==> config.mk <==
export PLATFORM = sky130hd
export DESIGN_NAME = sdcmd_issue_unit
export DESIGN_NICKNAME = d
export VERILOG_FILES = /design/src/rtl/sdcmd_pkg.sv /design/src/rtl/sdcmd_rsp_check.sv /design/src/rtl/sdcmd_issue_fsm.sv /design/src/rtl/sdcmd_status.sv /design/src/rtl/sdcmd_issue_unit.sv
export SDC_FILE = /design/constraint.sdc
export NUM_CORES = 1
export LEC_CHECK = 0
export ABC_CLOCK_PERIOD_IN_PS = 5630
export BUFFER_PORTS_ARGS = -buffer_cell sky130_fd_sc_hd__buf_4
export CAP_MARGIN = 20
export CELL_PAD_IN_SITES_DETAIL_PLACEMENT = 0
export CELL_PAD_IN_SITES_GLOBAL_PLACEMENT = 1
export CORE_ASPECT_RATIO = 2
export CORE_MARGIN = 3
export CORE_UTILIZATION = 25
export CTS_CLUSTER_SIZE = 20
export DETAILED_ROUTE_END_ITERATION = 7
export PLACE_DENSITY = 0.62
export RECOVER_POWER = 25
export SYNTH_ARGS = -nofsm -noshare
export SYNTH_HDL_FRONTEND = slang
export SYNTH_HIERARCHICAL = 1
export SYNTH_SLANG_ARGS = --single-unit
export TNS_END_PERCENT = 10
==> constraint.sdc <==
create_clock -name clk -period 5.63 [get_ports clk]
set_clock_uncertainty 0.05 [all_clocks]
set_input_delay 0.563 -clock clk [delete_from_list [all_inputs] [get_ports clk]]
set_output_delay 0.563 -clock clk [all_outputs]
set_load 0.005 [all_outputs]
==> src/rtl/sdcmd_pkg.sv <==
package sdcmd_pkg;
  localparam int OFS_CMD  = 'h00;
  localparam int OFS_ARG  = 'h04;
  localparam int OFS_RSP0 = 'h10;
  localparam int OFS_STAT = 'h20;
  localparam int OFS_CFG  = 'h38;

  localparam int CB_NEW   = 15;
  localparam int CB_FAIL  = 14;
  localparam int CB_BUSY  = 11;
  localparam int CB_NORSP = 10;
  localparam int CB_LONG  = 9;
  localparam int CB_IDX_W = 6;

  localparam int SB_TMO   = 6;
  localparam int SB_BSYIR = 10;
  localparam int SB_IRQLO = 8;
  localparam int FB_BSYEN = 10;

  typedef enum logic [1:0] {ST_IDLE, ST_REQ, ST_WAIT} issue_st_t;
endpackage

==> src/rtl/sdcmd_rsp_check.sv <==
module sdcmd_rsp_check #(
  parameter int DW    = 32,
  parameter int NW    = 4,
  parameter int LEN_W = 5
) (
  input  logic                   no_rsp,
  input  logic                   long_req,
  input  logic                   rsp_fail,
  input  logic [LEN_W-1:0]       rsp_len,
  input  logic [NW*DW-1:0]       rsp_data,
  output logic                   err,
  output logic                   load,
  output logic [NW-1:0][DW-1:0]  words
);
  localparam int SHORT_B = DW / 8;
  localparam int LONG_B  = NW * DW / 8;

  logic is_short, is_long, len_bad;

  always_comb begin
    is_short = (rsp_len == LEN_W'(SHORT_B));
    is_long  = (rsp_len == LEN_W'(LONG_B));
    len_bad  = !no_rsp && ((rsp_len == '0) || !(is_short || is_long) ||
                           (is_short && long_req));
    err      = rsp_fail || len_bad;
    load     = !err && !no_rsp;
  end

  for (genvar w = 0; w < NW; w++) begin : g_word
    if (w == 0) begin : g_first
      assign words[w] = is_short ? rsp_data[NW*DW-1 -: DW] : rsp_data[DW-1:0];
    end else begin : g_rest
      assign words[w] = is_short ? '0 : rsp_data[w*DW +: DW];
    end
  end
endmodule

==> src/rtl/sdcmd_issue_fsm.sv <==
module sdcmd_issue_fsm
  import sdcmd_pkg::*;
(
  input  logic clk,
  input  logic rst,
  input  logic start,
  input  logic req_ready,
  input  logic rsp_valid,
  output logic req_valid,
  output logic busy,
  output logic done
);
  issue_st_t st_q;

  always_ff @(posedge clk) begin
    if (rst) begin
      st_q <= ST_IDLE;
    end else begin
      case (st_q)
        ST_IDLE: if (start)     st_q <= ST_REQ;
        ST_REQ:  if (req_ready) st_q <= ST_WAIT;
        ST_WAIT: if (rsp_valid) st_q <= ST_IDLE;
        default:                st_q <= ST_IDLE;
      endcase
    end
  end

  assign req_valid = (st_q == ST_REQ);
  assign busy      = (st_q != ST_IDLE);
  assign done      = (st_q == ST_WAIT) && rsp_valid;

  p_req_hold_r3: assert property (@(posedge clk) disable iff (rst)
    req_valid && !req_ready |=> req_valid);
  p_one_req_r4: assert property (@(posedge clk) disable iff (rst)
    req_valid && req_ready |=> !req_valid);
endmodule

==> src/rtl/sdcmd_status.sv <==
module sdcmd_status #(
  parameter int SW    = 11,
  parameter int IRQLO = 8,
  parameter int IRQHI = 10
) (
  input  logic          clk,
  input  logic          rst,
  input  logic          clr_en,
  input  logic [SW-1:0] clr_mask,
  input  logic [SW-1:0] set_mask,
  output logic [SW-1:0] status_q,
  output logic          irq_o
);
  logic [SW-1:0] st_next;

  always_comb begin
    st_next = status_q;
    if (clr_en) st_next = st_next & ~clr_mask;
    st_next = st_next | set_mask;
  end

  always_ff @(posedge clk) begin
    if (rst) begin
      status_q <= '0;
      irq_o    <= 1'b0;
    end else begin
      status_q <= st_next;
      irq_o    <= |st_next[IRQHI:IRQLO];
    end
  end

  p_w1c_r11: assert property (@(posedge clk) disable iff (rst)
    clr_en && ((clr_mask & set_mask) == '0) |=> (status_q & $past(clr_mask)) == '0);
  p_set_wins_r11: assert property (@(posedge clk) disable iff (rst)
    (set_mask != '0) |=> (status_q & $past(set_mask)) == $past(set_mask));
  p_irq_r12: assert property (@(posedge clk) disable iff (rst)
    irq_o == (|status_q[IRQHI:IRQLO]));
endmodule

==> src/rtl/sdcmd_issue_unit.sv <==
module sdcmd_issue_unit
  import sdcmd_pkg::*;
#(
  parameter int ADDR_W = 8,
  parameter int DW     = 32,
  parameter int NW     = 4,
  parameter int LEN_W  = 5,
  parameter int CMD_W  = 16,
  parameter int STAT_W = 11,
  parameter int CFG_W  = 11
) (
  input  logic                  clk,
  input  logic                  rst,
  input  logic                  bus_wr_en,
  input  logic                  bus_rd_en,
  input  logic [ADDR_W-1:0]     bus_addr,
  input  logic [DW-1:0]         bus_wdata,
  output logic [DW-1:0]         bus_rdata,
  output logic                  irq_o,
  output logic                  card_req_valid,
  input  logic                  card_req_ready,
  output logic [CB_IDX_W-1:0]   card_req_index,
  output logic [DW-1:0]         card_req_arg,
  input  logic                  card_rsp_valid,
  input  logic                  card_rsp_fail,
  input  logic [LEN_W-1:0]      card_rsp_len,
  input  logic [NW*DW-1:0]      card_rsp_data
);
  logic [CMD_W-1:0]       cmd_q;
  logic [DW-1:0]          arg_q;
  logic [CFG_W-1:0]       cfg_q;
  logic [NW-1:0][DW-1:0]  rsp_q;
  logic [NW-1:0][DW-1:0]  rsp_words;
  logic [STAT_W-1:0]      status_q;
  logic [STAT_W-1:0]      set_mask;
  logic [DW-1:0]          rd_mux;
  logic wr_cmd, wr_arg, wr_cfg, wr_stat, start, busy, done, rsp_err, rsp_load;

  assign wr_cmd  = bus_wr_en && (bus_addr == ADDR_W'(OFS_CMD));
  assign wr_arg  = bus_wr_en && (bus_addr == ADDR_W'(OFS_ARG));
  assign wr_cfg  = bus_wr_en && (bus_addr == ADDR_W'(OFS_CFG));
  assign wr_stat = bus_wr_en && (bus_addr == ADDR_W'(OFS_STAT));
  assign start   = wr_cmd && !busy && bus_wdata[CB_NEW];

  sdcmd_issue_fsm u_fsm (
    .clk       (clk),
    .rst       (rst),
    .start     (start),
    .req_ready (card_req_ready),
    .rsp_valid (card_rsp_valid),
    .req_valid (card_req_valid),
    .busy      (busy),
    .done      (done)
  );

  sdcmd_rsp_check #(.DW(DW), .NW(NW), .LEN_W(LEN_W)) u_chk (
    .no_rsp   (cmd_q[CB_NORSP]),
    .long_req (cmd_q[CB_LONG]),
    .rsp_fail (card_rsp_fail),
    .rsp_len  (card_rsp_len),
    .rsp_data (card_rsp_data),
    .err      (rsp_err),
    .load     (rsp_load),
    .words    (rsp_words)
  );

  always_comb begin
    set_mask = '0;
    if (done && rsp_err) set_mask[SB_TMO] = 1'b1;
    if (done && !rsp_err && cmd_q[CB_BUSY] && cfg_q[FB_BSYEN]) set_mask[SB_BSYIR] = 1'b1;
  end

  sdcmd_status #(.SW(STAT_W), .IRQLO(SB_IRQLO), .IRQHI(SB_BSYIR)) u_stat (
    .clk      (clk),
    .rst      (rst),
    .clr_en   (wr_stat),
    .clr_mask (bus_wdata[STAT_W-1:0]),
    .set_mask (set_mask),
    .status_q (status_q),
    .irq_o    (irq_o)
  );

  always_ff @(posedge clk) begin
    if (rst) begin
      cmd_q <= '0;
      arg_q <= '0;
      cfg_q <= '0;
      rsp_q <= '0;
    end else begin
      if (wr_cmd && !busy) begin
        cmd_q <= bus_wdata[CMD_W-1:0];
      end else if (done) begin
        cmd_q[CB_NEW] <= 1'b0;
        if (rsp_err) cmd_q[CB_FAIL] <= 1'b1;
      end
      if (wr_arg && !busy) arg_q <= bus_wdata;
      if (wr_cfg) cfg_q <= bus_wdata[CFG_W-1:0];
      if (done && rsp_load) rsp_q <= rsp_words;
    end
  end

  assign card_req_index = cmd_q[CB_IDX_W-1:0];
  assign card_req_arg   = arg_q;

  always_comb begin
    rd_mux = '0;
    if (bus_addr == ADDR_W'(OFS_CMD))  rd_mux = DW'(cmd_q);
    if (bus_addr == ADDR_W'(OFS_ARG))  rd_mux = arg_q;
    if (bus_addr == ADDR_W'(OFS_STAT)) rd_mux = DW'(status_q);
    if (bus_addr == ADDR_W'(OFS_CFG))  rd_mux = DW'(cfg_q);
    for (int i = 0; i < NW; i++) begin
      if (bus_addr == ADDR_W'(OFS_RSP0 + 4 * i)) rd_mux = rsp_q[i];
    end
  end

  always_ff @(posedge clk) begin
    if (rst)            bus_rdata <= '0;
    else if (bus_rd_en) bus_rdata <= rd_mux;
  end

  p_cmd_ignored_r4: assert property (@(posedge clk) disable iff (rst)
    busy && !done && wr_cmd |=> $stable(cmd_q));
  p_arg_ignored_r4: assert property (@(posedge clk) disable iff (rst)
    busy && wr_arg |=> $stable(arg_q));
  p_new_clear_r3: assert property (@(posedge clk) disable iff (rst)
    done |=> !cmd_q[CB_NEW]);
  p_fail_flags_r5: assert property (@(posedge clk) disable iff (rst)
    done && rsp_err |=> cmd_q[CB_FAIL] && status_q[SB_TMO]);
  p_rsp_kept_r7: assert property (@(posedge clk) disable iff (rst)
    done && cmd_q[CB_NORSP] |=> $stable(rsp_q));
  p_issue_r3: assert property (@(posedge clk) disable iff (rst)
    start |=> card_req_valid && card_req_index == $past(bus_wdata[CB_IDX_W-1:0]));
endmodule

**Word-level counts from Yosys, hierarchy flattened**

Cells that the tools add are included.

- Output and inout port bits: 72
- Input bits: 180
- Word-level logic and storage cells: 85
- Register bits: 233

- Reductions and logical operators: 33
- Eq/ne operators: 14
- Bitwise logic cells: 3
- Mux-type cells: 22

Operators with widths:

| kind | number |
|---|---|
| 32-bit 2-to-1 mux | 11 |
| 8-bit by 5-bit equality test with 1-bit output (second input constant) | 4 |
| 8-bit by 6-bit equality test with 1-bit output (second input constant) | 2 |
| 1-bit logical AND | 16 |
| 16-bit 2-to-1 mux | 1 |
| 11-bit bitwise AND | 1 |
| 11-bit 2-to-1 mux | 1 |
| 11-bit NOT | 1 |
| 11-bit bitwise OR | 1 |
| 2-bit 2-to-1 mux | 5 |
| 8-bit by 3-bit equality test with 1-bit output (second input constant) | 1 |
| 8-bit logical NOT | 1 |
| 2-bit case mux with 3 select lines | 1 |
| 2-bit nonzero test | 3 |
| 5-bit by 3-bit equality test with 1-bit output (second input constant) | 1 |
| 5-bit equality test (second input constant) | 1 |
| 5-bit logical NOT | 1 |
| 1-bit logical NOT | 4 |
| 1-bit logical OR | 4 |
| 2-bit inequality test (second input constant) | 2 |
| 1-bit 2-to-1 mux | 3 |
| 3-bit AND reduction | 1 |
| 3-bit OR reduction | 1 |
| 2-bit by 1-bit equality test with 1-bit output (second input constant) | 1 |
| 4 further kinds | 4 |

**Longest topological paths before layout**

Gate-level depths: netlist of the first run.

- Depth after elaboration: 14
- Gate-level depth with buffers: 10
- Mapped depth without buffers: 7

**Hierarchy**

Netlist of the first run, hierarchy kept.

By module, submodules not included:

| module | instances | seq. area each (µm²) | cells each | area an instance (µm²) |
|---|---|---|---|---|
| sdcmd_issue_unit | 1 | 4384.2 | 1250 | 9541.7 |
| sdcmd_rsp_check | 1 | 0.0 | 149 | 1184.9 |
| sdcmd_status | 1 | 240.2 | 48 | 412.9 |
| sdcmd_issue_fsm | 1 | 40.0 | 12 | 105.1 |

**Worst setup path after synthesis of the first run**

OpenSTA, ideal clock, no wires.

- Path type: input-to-reg
- From: input card_rsp_len[4]
- To: register rsp_q[11] (netlist bit)
- Setup slack: 3.242 ns
- Buffers on the path: 2
- Setup time: 0.070 ns
- Data arrival time: 2.267 ns
- Stages: 8
- Required time: 5.510 ns
- Cells stage by stage: or3b_2 -> a21oi_1 -> nor3b_1 -> and2_1 -> clkbuf_1 -> buf_1 -> nand2_1 -> a21oi_1

- Longest elaborated chain between the ends: 10
- Elaborated cells between the ends (all ways): 14
- Classes of those cells: 2 x eq/ne; 1 x mux; 11 x reduce/logical

RTL lines:

| item | line | RTL |
|---|---|---|
| start, declared | sdcmd_issue_unit.sv:26 | `input logic [LEN_W-1:0] card_rsp_len,` |
| 5-bit by 3-bit equality test with 1-bit output or 5-bit equality test (tied branches) | sdcmd_rsp_check.sv:21, sdcmd_rsp_check.sv:22 |  |
| 1-bit logical OR | sdcmd_rsp_check.sv:23 | `len_bad = !no_rsp && ((rsp_len == '0) \|\| !(is_short \|\| is_long) \|\|` |
| 1-bit logical NOT | sdcmd_rsp_check.sv:23 |  |
| 1-bit logical OR | sdcmd_rsp_check.sv:23 |  |
| 1-bit logical OR (*) | sdcmd_rsp_check.sv:23 |  |
| 1-bit logical AND (*) | sdcmd_rsp_check.sv:23 |  |
| 1-bit logical OR (*) | sdcmd_rsp_check.sv:25 | `err = rsp_fail \|\| len_bad;` |
| 1-bit logical NOT (*) | sdcmd_rsp_check.sv:26 | `load = !err && !no_rsp;` |
| 1-bit logical AND (*) | sdcmd_rsp_check.sv:26 |  |
| via rsp_load | sdcmd_issue_unit.sv:37 | `logic wr_cmd, wr_arg, wr_cfg, wr_stat, start, busy, done, rsp_err, rsp_load;` |
| 1-bit logical AND (*) | sdcmd_issue_unit.sv:98 | `if (done && rsp_load) rsp_q <= rsp_words;` |
| end signal, assigned | sdcmd_issue_unit.sv:98 |  |
| end, declared | sdcmd_issue_unit.sv:32 | `logic [NW-1:0][DW-1:0] rsp_q;` |

Mark *: on every way through the listed nets, which the timed path passes. The rest lies on a longest branch.
A chain may end at the register's enable or synchronous reset.

**Worst setup path after layout of the first run**

- From: input bus_addr[2]
- To: register bus_rdata[10]

- Longest elaborated chain between the ends: 9
- Elaborated cells between the ends (all ways): 16
- Classes of those cells: 7 x eq/ne; 8 x mux; 1 x reduce/logical

RTL lines:

| item | line | RTL |
|---|---|---|
| start, declared | sdcmd_issue_unit.sv:16 | `input logic [ADDR_W-1:0] bus_addr,` |
| 8-bit logical NOT | sdcmd_issue_unit.sv:107 | `if (bus_addr == ADDR_W'(OFS_CMD)) rd_mux = DW'(cmd_q);` |
| 16-bit 2-to-1 mux | sdcmd_issue_unit.sv:107 |  |
| 32-bit 2-to-1 mux | sdcmd_issue_unit.sv:108 | `if (bus_addr == ADDR_W'(OFS_ARG)) rd_mux = arg_q;` |
| 32-bit 2-to-1 mux | sdcmd_issue_unit.sv:109 | `if (bus_addr == ADDR_W'(OFS_STAT)) rd_mux = DW'(status_q);` |
| 32-bit 2-to-1 mux | sdcmd_issue_unit.sv:110 | `if (bus_addr == ADDR_W'(OFS_CFG)) rd_mux = DW'(cfg_q);` |
| 32-bit 2-to-1 mux (3 in series) | sdcmd_issue_unit.sv:112 | `if (bus_addr == ADDR_W'(OFS_RSP0 + 4 * i)) rd_mux = rsp_q[i];` |
| 32-bit 2-to-1 mux (*) | sdcmd_issue_unit.sv:112 |  |
| end signal, assigned | sdcmd_issue_unit.sv:118 | `else if (bus_rd_en) bus_rdata <= rd_mux;` |
| end, declared | sdcmd_issue_unit.sv:18 | `output logic [DW-1:0] bus_rdata,` |

Every way passes the cells marked *; elsewhere a longest branch is shown, timed or not.

==> results summary, run 1 <==
Averaged over all synthesized cells, the footprint is 7.71 sq um. Of all nets on the critical path, the largest fanout is 36. STA classifies the critical path startpoint as a primary input. Of all flip-flops after synthesis, the portion carrying an async set or reset was 0%. The number of warnings reported in the yosys synthesis log is 6. At the worst endpoint, the required time is 5.97 ns. The compound-cell area share of the yosys netlist is 18.5%. The max-capacitance violation count came out at 2. For this run, design rule violations remaining after detail routing come to 0.

The number of gates resized after CTS was 0. At the pin with the least slew margin, the transition time is 2.02 ns. The final worst-path cycle share is 74.9%. The run finished, with violations left. The die area came out at 47700 sq um.

The multiplexer area fraction after synthesis is 8.43%. The cell count of the worst reg-to-reg path came out at 7. The synthesized area came out at 11200 sq um. The adder-cell area share of the yosys netlist came out at 0%.

Data on the critical path arrives at its endpoint at 4.56 ns. The final wirelength came out at 46400 microns. Post-CTS timing repair inserted 0 buffers for setup. Tracing the worst setup path back leads to its startpoint at bus_addr[2]. The cell count after synthesis came out at 1459. During I/O placement, the number of pins put on the boundary was 252.

The count of flip-flops with a built-in enable after synthesis came out at 0. The longest clock path from root to sink contains 3 buffers. The TritonCTS clock tree is built. In the final layout, the share of cells above drive strength 1 is 21.4%. After clock tree synthesis, the clock-pin slew on the worst setup and hold paths is 0.07 ns. The endpoint class of the critical path is a register. The row count came out at 109. For this run the aggregate overflow at the end of global routing stands at 0. The number of max-slew violations in the final report is 62. After synthesis, the netlist uses 59 different library cells. In this run switching power makes up 23.9% of total power. The number of endpoints with negative hold slack in the final report was 0. The clock latency of the later-clocked register in the worst-skew pair came out at 0.53 ns.

The TritonCTS sink count came out at 233. The final routed wire length divided by cell count came out at 21.0 microns. The synthesized-area fraction occupied by xor and xnor cells is 0.0779%. The capturing point of the worst reg2reg path is rsp_q[84].

Setup repair after global routing left no endpoint under its margin. The analysis attributes to net switching a power of 0.000872 W. The worst register-to-register path begins at cmd_q[9].

The power share of the clock group is 46.0%. From bottom edge to top edge, the die measures 306 microns. Among all flip-flop cells after synthesis, the most frequent one is dfxtp_1. The global-route wire length before repair came out at 67500 microns.

Entering global routing, the biggest net connects 93 pins. The flop and latch count out of synthesis is 233. The start-to-end type of the worst setup path is in2reg. The effective utilization at floorplan is 25.4%. The layout overhead on the synthesized area is 25.9%. The simple-gate portion of the synthesized area is 26.5%.

Following the worst setup path forward leads to its endpoint at bus_rdata[10]. The dominant combinational cell family by area after synthesis is simple AND/OR/NAND/NOR gates. The combinational share of power is 8.5%. The final reports fail on max-capacitance violations, max-slew violations. The total vias in the final route is 10700. The cell count after placement is 2168. The number of filler instances in the final layout came out at 4825. The sequential-to-total area share from yosys stat came out at 41.5%. The leakage power came out at 5.11 nW. The number of DRC markers in iteration 0 came out at 430.

The sum of negative setup slack came out at 0 ns. The number of buffers created by CTS came out at 24. The top cell type by area accounts for 41.5% of the synthesized area.

The remaining number of nets flagged by the antenna check after routing is 0. The worst ir drop on vdd is 0.000148 V. The final non-filler cell total is 2212. The initial antenna violation count came to 2. Yosys attributes the largest share of cell area to dfxtp_1 (41%), nand2_1 (14%), a21oi_1 (9.7%). The clock period minus final worst setup slack came out at 4.22 ns. The tree is rooted in a clkbuf_16. Registers are responsible for 45.5% of the overall power. The number of global-route vias before repair is 10900. The average vias per placed instance came out at 4.83. Of all cell types, the one taking the most synthesized area is dfxtp_1. The placeable core area is 44300 sq um. The global routing usage summed across all routing layers came out at 18.6%. The final-stage net count came out at 1819. The number of buffers inserted for hold repair after clock tree synthesis came out at 0.

Summed over all nets, the half-perimeter wirelength after detailed placement is 35200 microns. The H-tree depth is 1. The relative max-transition margin is -34.6%. The total setup violations reported at the end of the flow is 0. The achievable frequency came out at 237 MHz. The setup slack on the worst flop-to-flop path is 2.50 ns. Measured along the x axis, the die boundary spans 156 microns.

The number of port buffers came out at 251. The classification of the worst-slack hold path is in2reg. The internal power summed over all cells came out at 0.00278 W. The number of detailed-route iterations in the first pass came out at 4. The final RePlAce weighted congestion is 0.809. The power density over cell area came out at 258 nW/um^2.
==> worst min path at each step <==
stage             startpoint               end  depth (start not counted)
4_1_cts        bus_wdata[27]  card_req_arg[27]                          3
2_1_floorplan      cmd_q[12]         cmd_q[12]                          2
6_report       bus_wdata[27]  card_req_arg[27]                          3
3_3_place_gp        cmd_q[6]          cmd_q[6]                          2
3_5_place_dp        cmd_q[6]          cmd_q[6]                          2
5_1_grt        bus_wdata[28]  card_req_arg[28]                          3
==> power by group through the flow <==
stage               Clock (W)  Sequential, W  Combinational, W
finish                0.00168        0.00166          0.000312
global route          0.00177        0.00166          0.000336
CTS                   0.00172        0.00166          0.000316
detailed placement          0        0.00170          0.000316
global placement            0        0.00170          0.000316
floorplan                   0        0.00170          0.000145
==> sequential cells by signal, indices dropped and copies added (netlist names) <==
name / count
bus_rdata: 32
card_req_arg: 32
u_stat/status_q: 11
cfg_q: 11
cmd_q: 16
u_stat/irq_o: 1
rsp_q: 128
u_fsm/st_q: 2
==> synthesized netlist by cell type (15+ instances only) <==
master,number
buf_2,15
nor3_1,19
o21ai_0,42
clkbuf_1,80
nand2_1,417
dfxtp_1,233
mux2_4,24
o22ai_1,28
mux2i_1,16
a211oi_1,27
mux2_2,38
buf_1,15
nor2_1,47
and2_1,101
nor2b_1,28
a21oi_1,218
==> cells in the final DEF, fill, tap and decap left out, types with 24 or more instances in the layout <==
cell type	n
nor2b_1	28
o22ai_1	28
mux2_2	38
nor2_1	47
clkbuf_16	25
and2_1	100
clkbuf_1	37
a21oi_1	218
o21ai_0	42
nand2_1	416
dfxtp_1	233
a211oi_1	27
buf_4	193
clkbuf_4	37
mux2_4	24
==> layer usage <==
layer / vias to the layer above / GRT usage [%] / routed length, microns
li1: 5270 / - / -
met1: 5052 / 18.3 / 15900
met2: 284 / 38.4 / 27000
met3: 76 / 1.88 / 1640
met4: 0 / 7.32 / 1890
met5: - / 0 / 0
==> area by class of cell <==
class,instances,area (sq um),share of cell area [%]
multi-input combinational,1109,6060,42.8
sequential,233,4660,32.9
timing repair buffer,269,1900,13.4
clock buffer,34,749,5.29
tap,555,694,4.90
clock inverter,9,76.3,0.539
inverter,2,7.51,0.0530
antenna,1,2.50,0.0177
==> stage by stage <==
stage          total power [W]  setup slack [ns]  util, %  hold WS [ns]  area, sq um
3_5_place_dp           0.00201              2.12     30.4         0.392        13500
5_1_grt                0.00377              1.23     32.0         0.214        14200
6_report               0.00365              1.41     32.0         0.223        14200
2_1_floorplan          0.00184              3.24        -         0.379        11300
4_1_cts                0.00370              2.43     32.3         0.197        14300
3_3_place_gp           0.00201              2.14     30.3         0.388        13400
==> worst max-delay path, cell delays in order <==
cell      delay (ns)
clkbuf_1        1.41
clkbuf_1        1.27
mux2_2          0.50
o21a_1          0.18
a221oi_1        0.43
o22ai_1         0.13
==> cell families (layout without fill, tap and decap cells) <==
| logic type | count (synthesis) | count (layout) |
|---|---|---|
| AND/OR/NAND/NOR | 657 | 657 |
| flip-flops | 233 | 233 |
| XOR/XNOR | 1 | 1 |
| AO/OA/AOI/OAI | 364 | 364 |
| other | 1 | 10 |
| multiplexers | 78 | 78 |
| buffers and inverters | 125 | 314 |
(Power assumes the default switching activity.)
==> inputs of run 2 (changes only) <==
--- a/config.mk
+++ b/config.mk
@@ -5,7 +5,7 @@
 export SDC_FILE = /design/constraint.sdc
 export NUM_CORES = 1
 export LEC_CHECK = 0
-export ABC_CLOCK_PERIOD_IN_PS = 5630
+export ABC_CLOCK_PERIOD_IN_PS = 3500
 export BUFFER_PORTS_ARGS = -buffer_cell sky130_fd_sc_hd__buf_4
 export CAP_MARGIN = 20
 export CELL_PAD_IN_SITES_DETAIL_PLACEMENT = 0
@@ -15,7 +15,7 @@
 export CORE_UTILIZATION = 25
 export CTS_CLUSTER_SIZE = 20
 export DETAILED_ROUTE_END_ITERATION = 7
-export PLACE_DENSITY = 0.62
+export PLACE_DENSITY = 0.64
 export RECOVER_POWER = 25
 export SYNTH_ARGS = -nofsm -noshare
 export SYNTH_HDL_FRONTEND = slang
==> constraint.sdc (replaced) <==
create_clock -name clk -period 3.5 [get_ports clk]
set_clock_uncertainty 0.05 [all_clocks]
set_input_delay 0.35 -clock clk [delete_from_list [all_inputs] [get_ports clk]]
set_output_delay 0.35 -clock clk [all_outputs]
set_load 0.005 [all_outputs]
==> results summary, run 2 (synthesis results as in run 1) <==
STA classifies the critical path startpoint as a register. The endpoint class of the critical path is a register. The initial antenna violation count is 1. The row count came out at 109. The final-stage net count is 1848. The placeable core area is 44300 sq um. The total placed instance area is 13500 sq um.

The routed layout has 10800 vias. Entering global routing, the biggest net connects 153 pins. The die extent in x came out at 156 microns. The congestion estimate from routability-driven global placement came to 0.830. The start-to-end type of the worst setup path is reg2reg. The final routed wire length divided by cell count came out at 20.5 microns. The biggest fanout along the worst timing path is 53. Global routing used 18.5% of the available tracks across all layers.

The total setup violations reported at the end of the flow came out at 0. The number of detailed-route iterations in the first pass is 4. The run finished, with violations left. The worst pin sits at a relative slew slack of -24.5%. The number of flip-flops under the largest register name came out at 128. The final wirelength came out at 45800 microns. From synthesis to final layout, the design area changed by 28.4%. For this design the static power due to leakage is 5.23 nW.

After layout, the minimum clock period comes to 2.83 ns. More flip-flops sit in one register than any other, and that register is rsp_q. The number of DRC markers in iteration 0 came out at 577. The arrival time of the worst setup path is 3.21 ns.

The number of I/O pins came out at 252. The total congestion overflow is 0. In this run the worst hold path is classified as in2reg. The TritonCTS sink count is 233. The effective utilization at floorplan came out at 25.4%. For the worst setup path, the data required time is 3.89 ns.

The tool flagged a number of max-cap violations equal to 1. The achievable frequency is 354 MHz. The number of endpoints with negative hold slack in the final report came out at 0.

The final HPWL from detailed placement came out at 34600 microns. The floorplan step defined a die boundary enclosing 47700 sq um. The checks that failed: max-capacitance violations, max-slew violations. The area of all placed cells without fillers came out at 14400 sq um.

The count of nets left with antenna violations once routing finished came out at 0. The clock latency of the later-clocked register in the worst-skew pair is 0.56 ns. TritonCTS built the clock tree. The sum of negative setup slack came out at 0 ns. Of the cells placed in the final design, the portion with a size suffix greater than 1 is 21.2%.

The number of antenna diodes came out at 0. At the pin with the least slew margin, the transition time is 1.87 ns. The clock-pin slew reported for the worst setup and hold paths after clock tree synthesis came out at 0.06 ns. The number of port buffers came out at 251. The number of global-route vias before repair came out at 10900. The DRC violation count after routing came out at 0. The floorplan step set the die height to 306 microns. The buffer depth of the longest clock path is 3. Leaving out fill and tap cells, the most frequent cell in the layout is nand2_1.

The final critical path takes up 80.8% of the cycle. Setup repair after global routing left no endpoint under its margin. Dividing the detail-routed via count by the number of cells gives 4.80. In this run the power density over the cells is 408 nW/um^2.

The H-tree depth came out at 1. In the layout the commonest cells are nand2_1 (416), dfxtp_1 (233), a21oi_1 (218). The number of max-slew violations in the final report is 153. The root buffer cell is clkbuf_16. The number of buffers created by CTS is 25. IR analysis of the VDD net gives a maximum drop of 0.000216 V. The global-route wire length before repair is 66900 microns.
## run 2: cell count changes in the layout (fill, tap and decap cells not counted), sizes merged
cell and delta:
diode -1, dlygate4sd3 +22, buf +5, clkinv -4, inv +2, clkbuf +5
## run 2: final timing paths
path	slack (ns)	cells after the start	from	to
hold reg to reg	0.40	2	rsp_q[27]	rsp_q[27]
setup reg to reg	0.67	7	cmd_q[9]	rsp_q[17]
hold / removal	0.03	3	card_req_ready	u_fsm/st_q[0]
setup / recovery	0.67	7	cmd_q[9]	rsp_q[17]
## run 2: report_power, final
group	switching, W	leakage [nW]	internal, W	total [W]
Clock	0.00116	0.400	0.00153	0.00269
Combinational	0.000264	2.95	0.000260	0.000524
Sequential	0.00000760	1.88	0.00266	0.00267
## run 2: worst max-delay path, cell delays in order (launching register included)
cell	delay [ns]
dfxtp_1	0.35
or3b_2	0.44
a21oi_1	0.27
nor3b_1	0.45
and2_4	0.61
buf_4	0.29
nand2_1	0.07
a21oi_1	0.11
## run 2: what timing repair did
action	CTS	global route
hold buffers	22	0
setup buffers	0	0
endpoints found under the hold margin	26	0
gates resized for setup	0	0
## run 2: layout make-up
| cell class | instances | area, sq um |
|---|---|---|
| well taps | 555 | 694 |
| repair buffers | 297 | 2200 |
| clock buffers | 38 | 734 |
| flip-flops and latches | 233 | 4660 |
| fillers | 4844 | 29900 |
| clock inverters | 7 | 81.3 |
| multi-input cells | 1109 | 6060 |
| inverters | 2 | 7.51 |
## run 2: stage by stage
stage | utilization (%) | hold WS (ns) | setup WS (ns) | cells | power (W)
6_report | 32.6 | 0.0275 | 0.673 | 2241 | 0.00589
5_1_grt | 32.6 | 0.00892 | 0.452 | 2241 | 0.00611
4_1_cts | 32.9 | 0.00159 | 0.658 | 2241 | 0.00598
3_5_place_dp | 30.6 | 0.392 | 0.570 | 2174 | 0.00324
3_3_place_gp | 30.6 | 0.388 | 0.619 | 2174 | 0.00324
2_1_floorplan | - | 0.362 | 1.33 | 1467 | 0.00296
## run 2: layer usage
metal | share of wire, % | up-vias | GRT usage [%]
li1 | - | 5335 | -
met1 | 34 | 5069 | 18.4
met2 | 57 | 270 | 37.0
met3 | 3.9 | 76 | 2.16
met4 | 4.9 | 0 | 8.59
met5 | 0 | - | 0
==> inputs of run 3 (changes only) <==
--- a/config.mk
+++ b/config.mk
@@ -5,7 +5,7 @@
 export SDC_FILE = /design/constraint.sdc
 export NUM_CORES = 1
 export LEC_CHECK = 0
-export ABC_CLOCK_PERIOD_IN_PS = 3500
+export ABC_CLOCK_PERIOD_IN_PS = 2950
 export BUFFER_PORTS_ARGS = -buffer_cell sky130_fd_sc_hd__buf_4
 export CAP_MARGIN = 20
 export CELL_PAD_IN_SITES_DETAIL_PLACEMENT = 0
@@ -15,7 +15,7 @@
 export CORE_UTILIZATION = 25
 export CTS_CLUSTER_SIZE = 20
 export DETAILED_ROUTE_END_ITERATION = 7
-export PLACE_DENSITY = 0.64
+export PLACE_DENSITY = 0.62
 export RECOVER_POWER = 25
 export SYNTH_ARGS = -nofsm -noshare
 export SYNTH_HDL_FRONTEND = slang
==> constraint.sdc (replaced) <==
create_clock -name clk -period 2.95 [get_ports clk]
set_clock_uncertainty 0.05 [all_clocks]
set_input_delay 0.295 -clock clk [delete_from_list [all_inputs] [get_ports clk]]
set_output_delay 0.295 -clock clk [all_outputs]
set_load 0.005 [all_outputs]
==> results summary, run 3 (synthesis results as in run 1) <==
The flow ran to the end, and the final reports show no timing, DRC or antenna violations. Setup repair after global routing left no endpoint under its margin. The number of endpoints with negative hold slack in the final report came out at 0. Clock tree synthesis inserted a total of 25 buffers. In the layout the commonest cells are nand2_1 (416), dfxtp_1 (233), a21oi_1 (219). Measured against its own limit, the worst slew margin works out to 31.8%. The required time of the critical path came out at 3.37 ns.

The final wirelength came out at 47200 microns. The fraction of layout instances using a drive strength above 1 is 21.3%. The final routed wire length divided by cell count came out at 20.8 microns. Traced cell by cell, the critical path runs through clkbuf_2, nor4b_1, nand2_1, clkbuf_2, nor2_1, a21oi_1, o22ai_1. The final RePlAce weighted congestion came out at 0.844. The worst ir drop on vdd is 0.000288 V.

Clock-pin slew was measured on the worst setup and hold paths at 0.06 ns. Among the stages of the critical path, the cell type that occurs most often is clkbuf_2. The clock reaches the later pin of the worst-skew pair after 0.55 ns.

The H-tree depth is 1. For this run, the total global-route usage over all layers was measured as 19.0%. The critical path in this run is classified as in2reg. The number of detailed-route iterations in the first pass came out at 5. The row count came out at 109. The die extent in x is 156 microns. In this run, the number of DRC markers left after iteration 0 of detailed routing was 506. For this design the ratio of total power to cell area is 476 nW/um^2. The placeable core area is 44300 sq um. The final worst-path cycle share came out at 89.5%.

Entering global routing, the biggest net connects 129 pins. The die covers 47700 sq um. The first global-routing pass estimated 68500 microns of wire. TritonCTS built the clock tree.

The number of global-route vias before repair is 10900. The clock passes through at most 3 buffers. The effective utilization at floorplan came out at 25.4%. CTS placed an instance of clkbuf_16 at the clock tree root. The number of I/O pins is 252.

The register with the most flip-flops in the final layout is rsp_q. Detailed placement ended at an HPWL of 35700 microns. Max-cap violations in this run came to 0. The total setup violations reported at the end of the flow came out at 0.

The leakage power is 5.33 nW. The clock net in this run drives a total of 233 sinks. The average vias per placed instance is 4.75. The total congestion overflow is 0. The arrival time of the worst setup path is 3.07 ns. The actual transition at the worst max-transition pin is 1.01 ns.

The number of flip-flops under the largest register name came out at 128. The initial antenna violation count is 1. STA classifies the critical path endpoint as a register.

The number of max-slew violations in the final report came out at 0. The cell at the slowest stage of the critical path is nor4b_1. Compared with the post-synthesis result, the final layout area differs by 30.2%. The post-layout utilization of the core is 33.0%. The clock period minus final worst setup slack is 2.64 ns. Of all nets on the critical path, the largest fanout is 26.

The achievable frequency came out at 379 MHz. The library cell used most frequently in the layout, excluding fill and tap cells, is nand2_1. The worst setup path is launched from a primary input. The path class of the tightest hold or removal check is in2reg. For the final routed database, the setup TNS stands at 0 ns. The remaining number of nets flagged by the antenna check after routing came out at 0. The DRC violation count after routing came out at 0.

The final layout contains 1875 nets. The worst slack on hold paths is 0.0626 ns. The delay of the slowest cell on the worst path is 0.99 ns. From bottom edge to top edge, the die measures 306 microns. The number of port buffers is 251. The total vias in the final route came out at 10800.
-- run 3: cell count changes in the layout (fill, tap and decap cells not counted), moves of 3 or more --
cell,change
buf_4,+14
dlygate4sd3_1,+13
clkbuf_8,-3
clkbuf_1,+3
clkbuf_4,-4
-- run 3: routing by layer --
layer | GRT usage [%] | share of wire (%) | up-vias
met5 | 0 | 0.028 | -
met4 | 8.18 | 4.2 | 2
met3 | 2.47 | 4.1 | 65
met2 | 38.6 | 58 | 269
met1 | 18.5 | 34 | 5052
li1 | - | - | 5384
-- run 3: path summary, 6_finish.rpt --
check	cells past startpoint	to	slack, ns	start
max reg2reg	7	rsp_q[12]	0.46	cmd_q[9]
min reg2reg	2	rsp_q[23]	0.40	rsp_q[23]
max	7	bus_rdata[18]	0.31	bus_addr[5]
min	4	rsp_q[85]	0.06	card_rsp_data[85]
-- run 3: worst max-delay path: cells and delay by family --
| family | cells | cell delay, ns |
|---|---|---|
| buf+inv | 2 | 0.82 |
| compound gates | 2 | 0.22 |
| simple gates | 3 | 1.70 |
-- run 3: report_power, final --
group	internal, W	total (W)	leakage, nW	switching, W
sequential	0.00316	0.00317	1.88	0.00000969
combinational	0.000327	0.000651	3.07	0.000324
clock	0.00181	0.00315	0.384	0.00135
total	0.00529	0.00697	5.33	0.00168
-- run 3: metrics by stage --
| step | power, W | area [sq um] | setup WS [ns] | cells |
|---|---|---|---|---|
| 5_1_grt | 0.00720 | 14600 | 0.197 | 2265 |
| 6_report | 0.00697 | 14600 | 0.308 | 2266 |
| 3_3_place_gp | 0.00387 | 13700 | 0.406 | 2188 |
| 4_1_cts | 0.00707 | 14800 | 0.454 | 2265 |
| 3_5_place_dp | 0.00387 | 13700 | 0.378 | 2188 |
| 2_1_floorplan | 0.00351 | 11300 | 0.830 | 1467 |
-- run 3: cell type report --
class | count | area (sq um)
flip-flops and latches | 233 | 4660
multi-input cells | 1109 | 6050
inverters | 2 | 7.51
well taps | 555 | 694
fillers | 4798 | 29700
repair buffers | 324 | 2430
diodes | 1 | 2.50
clock buffers | 36 | 697
clock inverters | 6 | 83.8
-- run 3: repair_timing --
item | 4_1_cts | 5_1_grt
hold endpoints to repair | 58 | 0
buffers inserted | 0 | 0
resized for setup | 0 | 0
hold buffers | 35 | 0
